**src/rtl/pfw_pkg.sv**
```systemverilog
// Package: shared defaults and the flag pair type for the phase
// frequency window detector.
package pfw_pkg;

    // Default period counter width (saturates at 2**width - 1).
    localparam int PFW_CNT_W     = 8;
    // Period above this many 8x strobes means "slow".
    localparam int PFW_LOW_LIMIT = 64;
    // fast when PFW_HIGH_MUL * period < PFW_HIGH_NUM.
    localparam int PFW_HIGH_MUL  = 3;
    localparam int PFW_HIGH_NUM  = 32;

    // Speed flag pair produced by the classifier.
    typedef struct packed {
        logic slow;
        logic fast;
    } pfw_flags_t;

endpackage

```
**src/rtl/pfw_sync.sv**
```systemverilog
// Module: pfw_sync
// Brings the asynchronous phase level into the clock domain through a
// STAGES-deep flop chain. It then flags a rising edge for one cycle.
// Assumes STAGES >= 2. The edge pulse lags the input by STAGES cycles.
module pfw_sync #(
    parameter int STAGES = 2
) (
    input  logic clk,
    input  logic rst_n,
    input  logic phase_async_i,
    output logic rise_o
);

    // One extra flop beyond the synchroniser holds the previous level.
    localparam int LAST = STAGES;

    logic [LAST:0] chain_q;

    // Shift the phase level through the synchroniser and history flop.
    always_ff @(posedge clk) begin
        if (!rst_n) begin
            chain_q <= '0;
        end else begin
            chain_q <= {chain_q[LAST-1:0], phase_async_i};
        end
    end

    // Rising edge: synchronised level high, previous level low.
    always_comb begin
        rise_o = chain_q[LAST-1] & ~chain_q[LAST];
    end

endmodule

```
**src/rtl/pfw_period_counter.sv**
```systemverilog
// Module: pfw_period_counter
// Counts the 8x strobes since the last rising phase edge. It restarts on
// each edge, and a strobe in the edge cycle counts as the first of the
// new period. The count saturates at its all-ones value, which the block
// treats as a timeout. Assumes tick_i is a one-cycle strobe.
module pfw_period_counter #(
    parameter int CNT_W = 8
) (
    input  logic             clk,
    input  logic             rst_n,
    input  logic             tick_i,
    input  logic             rise_i,
    output logic [CNT_W-1:0] cnt_o,
    output logic             sat_o
);

    localparam logic [CNT_W-1:0] CNT_MAX = {CNT_W{1'b1}};
    localparam logic [CNT_W-1:0] CNT_ONE = CNT_W'(1);

    logic [CNT_W-1:0] cnt_q;

    // Restart on an edge, otherwise count strobes up to saturation.
    always_ff @(posedge clk) begin
        if (!rst_n) begin
            cnt_q <= '0;
        end else if (rise_i) begin
            cnt_q <= tick_i ? CNT_ONE : '0;
        end else if (tick_i && (cnt_q != CNT_MAX)) begin
            cnt_q <= cnt_q + CNT_ONE;
        end
    end

    // Expose the running count and the saturation (timeout) condition.
    always_comb begin
        cnt_o = cnt_q;
        sat_o = (cnt_q == CNT_MAX);
    end

endmodule

```
**src/rtl/pfw_classifier.sv**
```systemverilog
// Module: pfw_classifier
// Sets the speed flags from a completed period measurement. It ignores
// the first edge after reset, which only arms the measurement. When the
// counter saturates it forces the slow state. The flags hold otherwise.
// Assumes LOW_LIMIT is below the saturation value of the counter.
module pfw_classifier
    import pfw_pkg::*;
#(
    parameter int CNT_W     = PFW_CNT_W,
    parameter int LOW_LIMIT = PFW_LOW_LIMIT,
    parameter int HIGH_MUL  = PFW_HIGH_MUL,
    parameter int HIGH_NUM  = PFW_HIGH_NUM
) (
    input  logic             clk,
    input  logic             rst_n,
    input  logic             rise_i,
    input  logic             sat_i,
    input  logic [CNT_W-1:0] meas_i,
    output logic             armed_o,
    output pfw_flags_t       flags_o
);

    // Product width leaves room for a multiplier of up to 15.
    localparam int PW = CNT_W + 4;
    localparam logic [CNT_W-1:0] LOW_CMP  = CNT_W'(LOW_LIMIT);
    localparam logic [PW-1:0]    MUL_VAL  = PW'(HIGH_MUL);
    localparam logic [PW-1:0]    HIGH_CMP = PW'(HIGH_NUM);
    localparam pfw_flags_t       FLAGS_RST = '{slow: 1'b1, fast: 1'b0};

    logic [PW-1:0] scaled;
    pfw_flags_t    next_cls;
    pfw_flags_t    flags_q;
    logic          armed_q;

    // Classify the measured period against both thresholds.
    always_comb begin
        scaled        = PW'(meas_i) * MUL_VAL;
        next_cls.slow = (meas_i > LOW_CMP);
        next_cls.fast = (scaled < HIGH_CMP);
    end

    // Update the flags on an armed edge or on a timeout, and hold otherwise.
    always_ff @(posedge clk) begin
        if (!rst_n) begin
            armed_q <= 1'b0;
            flags_q <= FLAGS_RST;
        end else if (rise_i) begin
            armed_q <= 1'b1;
            if (armed_q) begin
                flags_q <= next_cls;
            end
        end else if (sat_i) begin
            flags_q <= FLAGS_RST;
        end
    end

    // Drive the registered results out.
    always_comb begin
        armed_o = armed_q;
        flags_o = flags_q;
    end

endmodule

```
**src/rtl/phase_window_det.sv**
```systemverilog
// Module: phase_window_det (top)
// Measures the period of a digitised stator phase signal in 8x base-rate
// strobes. It raises slow_o below one eighth of the base rate and fast_o
// above three quarters of it. Assumes tick_8x_i is a one-cycle strobe and
// that phase_async_i may change at any time.
module phase_window_det
    import pfw_pkg::*;
#(
    parameter int SYNC_STAGES = 2,
    parameter int CNT_W       = PFW_CNT_W,
    parameter int LOW_LIMIT   = PFW_LOW_LIMIT,
    parameter int HIGH_MUL    = PFW_HIGH_MUL,
    parameter int HIGH_NUM    = PFW_HIGH_NUM
) (
    input  logic clk,
    input  logic rst_n,
    input  logic tick_8x_i,
    input  logic phase_async_i,
    output logic slow_o,
    output logic fast_o
);

    logic             rise_evt;
    logic             cnt_sat;
    logic             armed;
    logic [CNT_W-1:0] period_cnt;
    pfw_flags_t       flags;

    pfw_sync #(
        .STAGES (SYNC_STAGES)
    ) u_sync (
        .clk           (clk),
        .rst_n         (rst_n),
        .phase_async_i (phase_async_i),
        .rise_o        (rise_evt)
    );

    pfw_period_counter #(
        .CNT_W (CNT_W)
    ) u_cnt (
        .clk    (clk),
        .rst_n  (rst_n),
        .tick_i (tick_8x_i),
        .rise_i (rise_evt),
        .cnt_o  (period_cnt),
        .sat_o  (cnt_sat)
    );

    pfw_classifier #(
        .CNT_W     (CNT_W),
        .LOW_LIMIT (LOW_LIMIT),
        .HIGH_MUL  (HIGH_MUL),
        .HIGH_NUM  (HIGH_NUM)
    ) u_cls (
        .clk     (clk),
        .rst_n   (rst_n),
        .rise_i  (rise_evt),
        .sat_i   (cnt_sat),
        .meas_i  (period_cnt),
        .armed_o (armed),
        .flags_o (flags)
    );

    // Split the flag pair onto the output ports.
    always_comb begin
        slow_o = flags.slow;
        fast_o = flags.fast;
    end

endmodule

```
**config.mk**
```make
export PLATFORM = sky130hd
export DESIGN_NAME = phase_window_det
export DESIGN_NICKNAME = d
export VERILOG_FILES = /design/src/rtl/pfw_pkg.sv /design/src/rtl/pfw_sync.sv /design/src/rtl/pfw_period_counter.sv /design/src/rtl/pfw_classifier.sv /design/src/rtl/phase_window_det.sv
export SDC_FILE = /design/constraint.sdc
export NUM_CORES = 1
export LEC_CHECK = 0
export ABC_AREA = 1
export BUFFER_PORTS_ARGS = -buffer_cell sky130_fd_sc_hd__buf_2
export CAP_MARGIN = 20
export CORE_AREA = 4 4 47 49
export CTS_CLUSTER_SIZE = 40
export DETAILED_ROUTE_END_ITERATION = 10
export DIE_AREA = 0 0 51 53
export PLACE_DENSITY = 0.73
export REMOVE_ABC_BUFFERS = 1
export SYNTH_ARGS = -nofsm -noshare
export SYNTH_HDL_FRONTEND = slang
export SYNTH_SLANG_ARGS = --single-unit
```
**constraint.sdc**
```tcl
create_clock -name clk -period 2 [get_ports clk]
set_input_delay 0.2 -clock clk [delete_from_list [all_inputs] [get_ports clk]]
set_output_delay 0.2 -clock clk [all_outputs]
set_load 0.1 [all_outputs]
```
### After elaboration in Yosys (flattened, before gate mapping)

Cells that the tools add are included.

| storage, ports and cells | value |
|---|---|
| flip-flop bits (word level) | 14 |
| latch bits | 0 |
| RAM bits | 0 |
| memory bits (read-only) | 0 |
| bits of input ports | 4 |
| output and inout port bits | 2 |
| word-level logic and storage cells | 24 |
| memories kept | 0 |

| cells by class | value |
|---|---|
| add/subtract/negate cells | 1 |
| multipliers | 1 |
| div/mod/pow operators | 0 |
| order comparisons | 2 |
| equality and inequality tests | 3 |
| shifts and indexed selects | 0 |
| multiplexer cells | 6 |
| bitwise logic cells | 2 |
| reductions and logical operators | 4 |

Operators with widths:

| kind | number |
|---|---|
| $mux 8 | 2 |
| $lt 10x6->1 const B | 1 |
| $mul 8x2->10 const B | 1 |
| $add 8x1->8 const B | 1 |
| $eq 8x8->1 const B | 1 |
| $gt 8x7->1 const B | 1 |
| $ne 8x8->1 const B | 1 |
| $mux 2 | 3 |
| $reduce_bool 2->1 | 2 |
| $ne 2x1->1 const B | 1 |
| $reduce_and 2->1 | 1 |
| $and 1x1->1 | 1 |
| $logic_and 1x1->1 | 1 |
| $mux 1 | 1 |
| $not 1->1 | 1 |

### Logic depth before layout (Yosys ltp)

| logic depth | value |
|---|---|
| depth after elaboration | 4 |
| depth in mapped cells | 12 |
| mapped depth without buffers | 12 |

### By module

A second synthesis with hierarchy kept.

| unflattened totals | value |
|---|---|
| cells, all modules | 193 |
| area total of the unflattened synthesis | 1198.6 sq um |

Modules (own cells, without submodules):

| module | instances | cells an instance | area an instance (sq um) | sequential area each (sq um) |
|---|---|---|---|---|
| pfw_classifier | 1 | 109 | 595.6 | 60.1 |
| pfw_period_counter | 1 | 73 | 510.5 | 160.2 |
| pfw_sync | 1 | 11 | 92.6 | 60.1 |

### Worst setup path before layout

No wires, ideal clock.

| timing path | value |
|---|---|
| path type | register to register |
| start point | register u_cnt.cnt_q[6] (netlist: u_cnt.cnt_o[6]) |
| end point | register u_cls.flags_q (netlist bit u_cls.flags_o[0]) |
| library setup time | 67 ps |
| arrival time | 1403 ps |
| path slack | 530 ps |
| cell stages (with the launch flop) | 12 |
| clock period less this slack | 1470 ps |
| cells stage by stage | dfxtp_1 > inv_1 > ha_1 > nand2_1 > inv_1 > a21oi_2 > nand2_1 > nand2_1 > nand2_1 > nor2_1 > nand2_1 > a21oi_2 |

| on the way | value |
|---|---|
| cells in the longest elaborated chain, start to end | 4 |

Ends and longest elaborated chain:

| item | RTL line | RTL |
|---|---|---|
| start: declaration | pfw_period_counter.sv:20 | `logic [CNT_W-1:0] cnt_q;` |
| start signal: assignment | pfw_period_counter.sv:27 | `cnt_q <= tick_i ? CNT_ONE : '0;` |
| start signal: assignment | pfw_period_counter.sv:29 | `cnt_q <= cnt_q + CNT_ONE;` |
| $mul 8x2->10 | pfw_classifier.sv:37 | `scaled = PW'(meas_i) * MUL_VAL;` |
| $lt 10x6->1 | pfw_classifier.sv:39 | `next_cls.fast = (scaled < HIGH_CMP);` |
| $mux 2 | pfw_classifier.sv:49 | `if (armed_q) begin` |
| $mux 2 | pfw_classifier.sv:47 | `end else if (rise_i) begin` |
| end signal: assignment | pfw_classifier.sv:50 | `flags_q <= next_cls;` |
| end: declaration | pfw_classifier.sv:32 | `pfw_flags_t flags_q;` |

Parallel ways exist; a longest one is shown, timed or not. The select of a mux whose other input is x is not followed.
A chain may end at the register's enable or synchronous reset.

### Final worst setup path

| timing path | value |
|---|---|
| start point | register u_cnt.cnt_q[7] (netlist: u_cnt.cnt_o[7]) |
| end point | register u_cls.flags_q (netlist bit u_cls.flags_o[0]) |

Same word-level chain as after synthesis.

==> impl_metrics.yaml <==
critical_path:
  arrival_ps: 1890
  rr_worst_depth: 11
  startpoint_type: "flip-flop"
  r2r_slack_ps: 330
  crit_type: "flip-flop to flip-flop"
  r2r_end: "u_cls.flags_o[0]"
  crit_path_end_kind: "flip-flop"
  cp_data_required_time_ps: 2220
  regToRegStartpoint: "u_cnt.cnt_o[7]"
  crit_fanout: 5
floorplanning:
  die-area_um2: 2700
  io_pins: 6
  rows: 16
  coreArea_um2: 1860
  die_w_um: 51
  initial_utilization: 0.531
  die_h_um: 53
run_status:
  status: "complete, no violations"
clock_network:
  cts.sinks: 14
  ctsHtreeMaxLevel: 1
  cts_tree: "built"
  cts-root-buf: "clkbuf_4"
  clk_pin_slew_worst_paths_ps: 90
  cts_hold_buf: 0
  post-cts-setup-buffers: 0
  cts_buffers: 3
  clock_latency_ps: 280
  clock_path_buffers: 2
  cts_resized: 0
timing:
  hold_viol: 0
  tightest_slew_ps: 485
  whs_ps: 105
  relSlewSlack: 0.679
  timing.final.crit_period_ps: 1670
  fmax_ghz: 0.598
  finalSetupViolations: 0
  rsz0062_at_grt: "no"
  finClkSkew_ps: 1.76
  finalCritPeriodShare: 0.836
  maxSlewViolCount: 0
  tns_ps: 0
detailed_routing:
  wl_per_cell_um: 10.7
  num_vias: 892
  vias_per_cell: 4.85
  drc: 0
  wl_um: 1980
  initialDrtViolationCount: 26
  firstDrtPassIters: 4
  postRouteAntennaNets: 0
grt:
  antenna_found_initial: 0
  grt_pass1_wl_um: 3550
  grt_max_degree: 9
  grt_util_all_layers: 0.172
  grt_pass1_vias: 863
  overflow: 0
power:
  cellLeakagePower_nw: 0.556
  seq_power_share: 0.546
  peakVddDrop_mv: 0.441
  power.density_nw_per_um2: 493
  p_sw_frac: 0.231
  clockPowerShare: 0.381
  p_comb_frac: 0.073
  power_mw: 0.534
  net-switching-power_mw: 0.123
  p_int_mw: 0.411
placed_design:
  routabilityCongestion: 0.894
  post-dp-hpwl_um: 1670
  port_buffers: 5
min_path:
  worstHoldStart: "phase_async_i"
  whs_endpoint: "u_sync.chain_q[0]"
  min_path_type: "input port to flip-flop"
  whs_path_depth: 3
final_layout:
  syn_to_final_growth_pct: 9.62
  final_nets: 175
  n_antenna_cell: 0
  layout_commonest_cell: "nand2_1"
  fin_util: 0.582
  drive_gt1_frac: 0.121
  mostFrequentLayoutCells: "40 x nand2_1, 29 x inv_1, 14 x dfxtp_1"
job:
  maxCapViolations: 0
yosys:
  yosysSeqAreaShare: 0.284
  synth-warning-count: 0
  syn_area_per_cell_um2: 6.68
  synth_cell_type_count: 23
  syn_inst: 148
  netlist_area_um2: 988
  ys_ff_latch: 14
worst max-delay path by stage:
stage / start / to / depth (start not counted)
after global routing: u_cnt.cnt_o[7] / u_cls.flags_o[0] / 11
after detailed placement: u_cnt.cnt_o[7] / u_cls.flags_o[0] / 11
after floorplan: u_cnt.cnt_o[6] / u_cls.flags_o[0] / 11
after global placement: u_cnt.cnt_o[7] / u_cls.flags_o[0] / 11
after CTS: u_cnt.cnt_o[7] / u_cls.flags_o[0] / 11
final: u_cnt.cnt_o[7] / u_cls.flags_o[0] / 11
registers in the layout (all words and copies together), names as in the netlist:
signal          count
u_cnt.cnt_o         8
u_sync.chain_q      3
u_cls.flags_o       2
u_cls.armed_o       1
critical path, stage by stage (launching register included):
cell	delay [ps]
dfxtp_1	420
inv_1	130
ha_1	340
nand2_1	100
inv_1	50
a21oi_2	140
nand2_1	60
nand2_1	60
nand2_1	50
nor2_1	80
nand2_1	80
a21oi_2	100
per-stage QoR:
stage	area (um2)	std cells	worst slack, ps
detailed placement	1050	180	344
global route	1080	184	124
floorplan	988	148	530
CTS	1080	184	309
finish	1080	184	328
global placement	1050	180	368
cell type report:
cell class / count / area (um2)
fill: 196 / 778
multi-input combinational: 103 / 592
sequential: 14 / 280
inverter: 31 / 116
clock buffer: 4 / 36.3
tap: 27 / 33.8
timing repair buffer: 5 / 25.0
per-layer routing:
metal,part of all wire,vias to the layer above,routed length [um],global-route usage
met4,0.0046,0,9,0.0673
li1,-,485,-,-
met3,0.018,2,36,0.0254
met5,0,-,0,0
met1,0.49,397,976,0.214
met2,0.48,8,952,0.296
synth_stat cells:
library cell,number,area share
ha_1,13,0.16
inv_1,29,0.11
nand3_1,6,0.030
o22ai_1,1,0.0063
a31oi_1,1,0.0063
nand3_2,2,0.020
a41oi_1,1,0.0089
inv_2,2,0.0076
nand3b_1,1,0.0076
nor2_2,1,0.0063
nor3_1,4,0.020
a22oi_1,1,0.0076
nor2_1,10,0.038
or2_1,1,0.0063
nand4_1,3,0.019
o21ai_1,2,0.010
a21oi_2,2,0.018
dfxtp_1,14,0.28
nand2_2,2,0.013
o21ai_0,4,0.020
nand2_1,40,0.15
a21oi_1,7,0.035
or2_4,1,0.0089
power groups by stage:
stage	Clock, mW	Combinational, mW	Sequential, mW
CTS	0.208	0.0392	0.292
floorplan	0	0.0241	0.301
global placement	0	0.0375	0.298
finish	0.204	0.0389	0.292
global route	0.220	0.0453	0.293
detailed placement	0	0.0388	0.299
kinds of logic after synthesis:
logic type | Yosys count | share of synthesized area
AO/OA/AOI/OAI | 19 | 0.113
adder cells (fa/ha/maj) | 13 | 0.165
buffers and inverters | 31 | 0.118
flip-flops | 14 | 0.284
AND/OR/NAND/NOR | 71 | 0.322
Note: power is estimated with default switching activity, not from simulation.
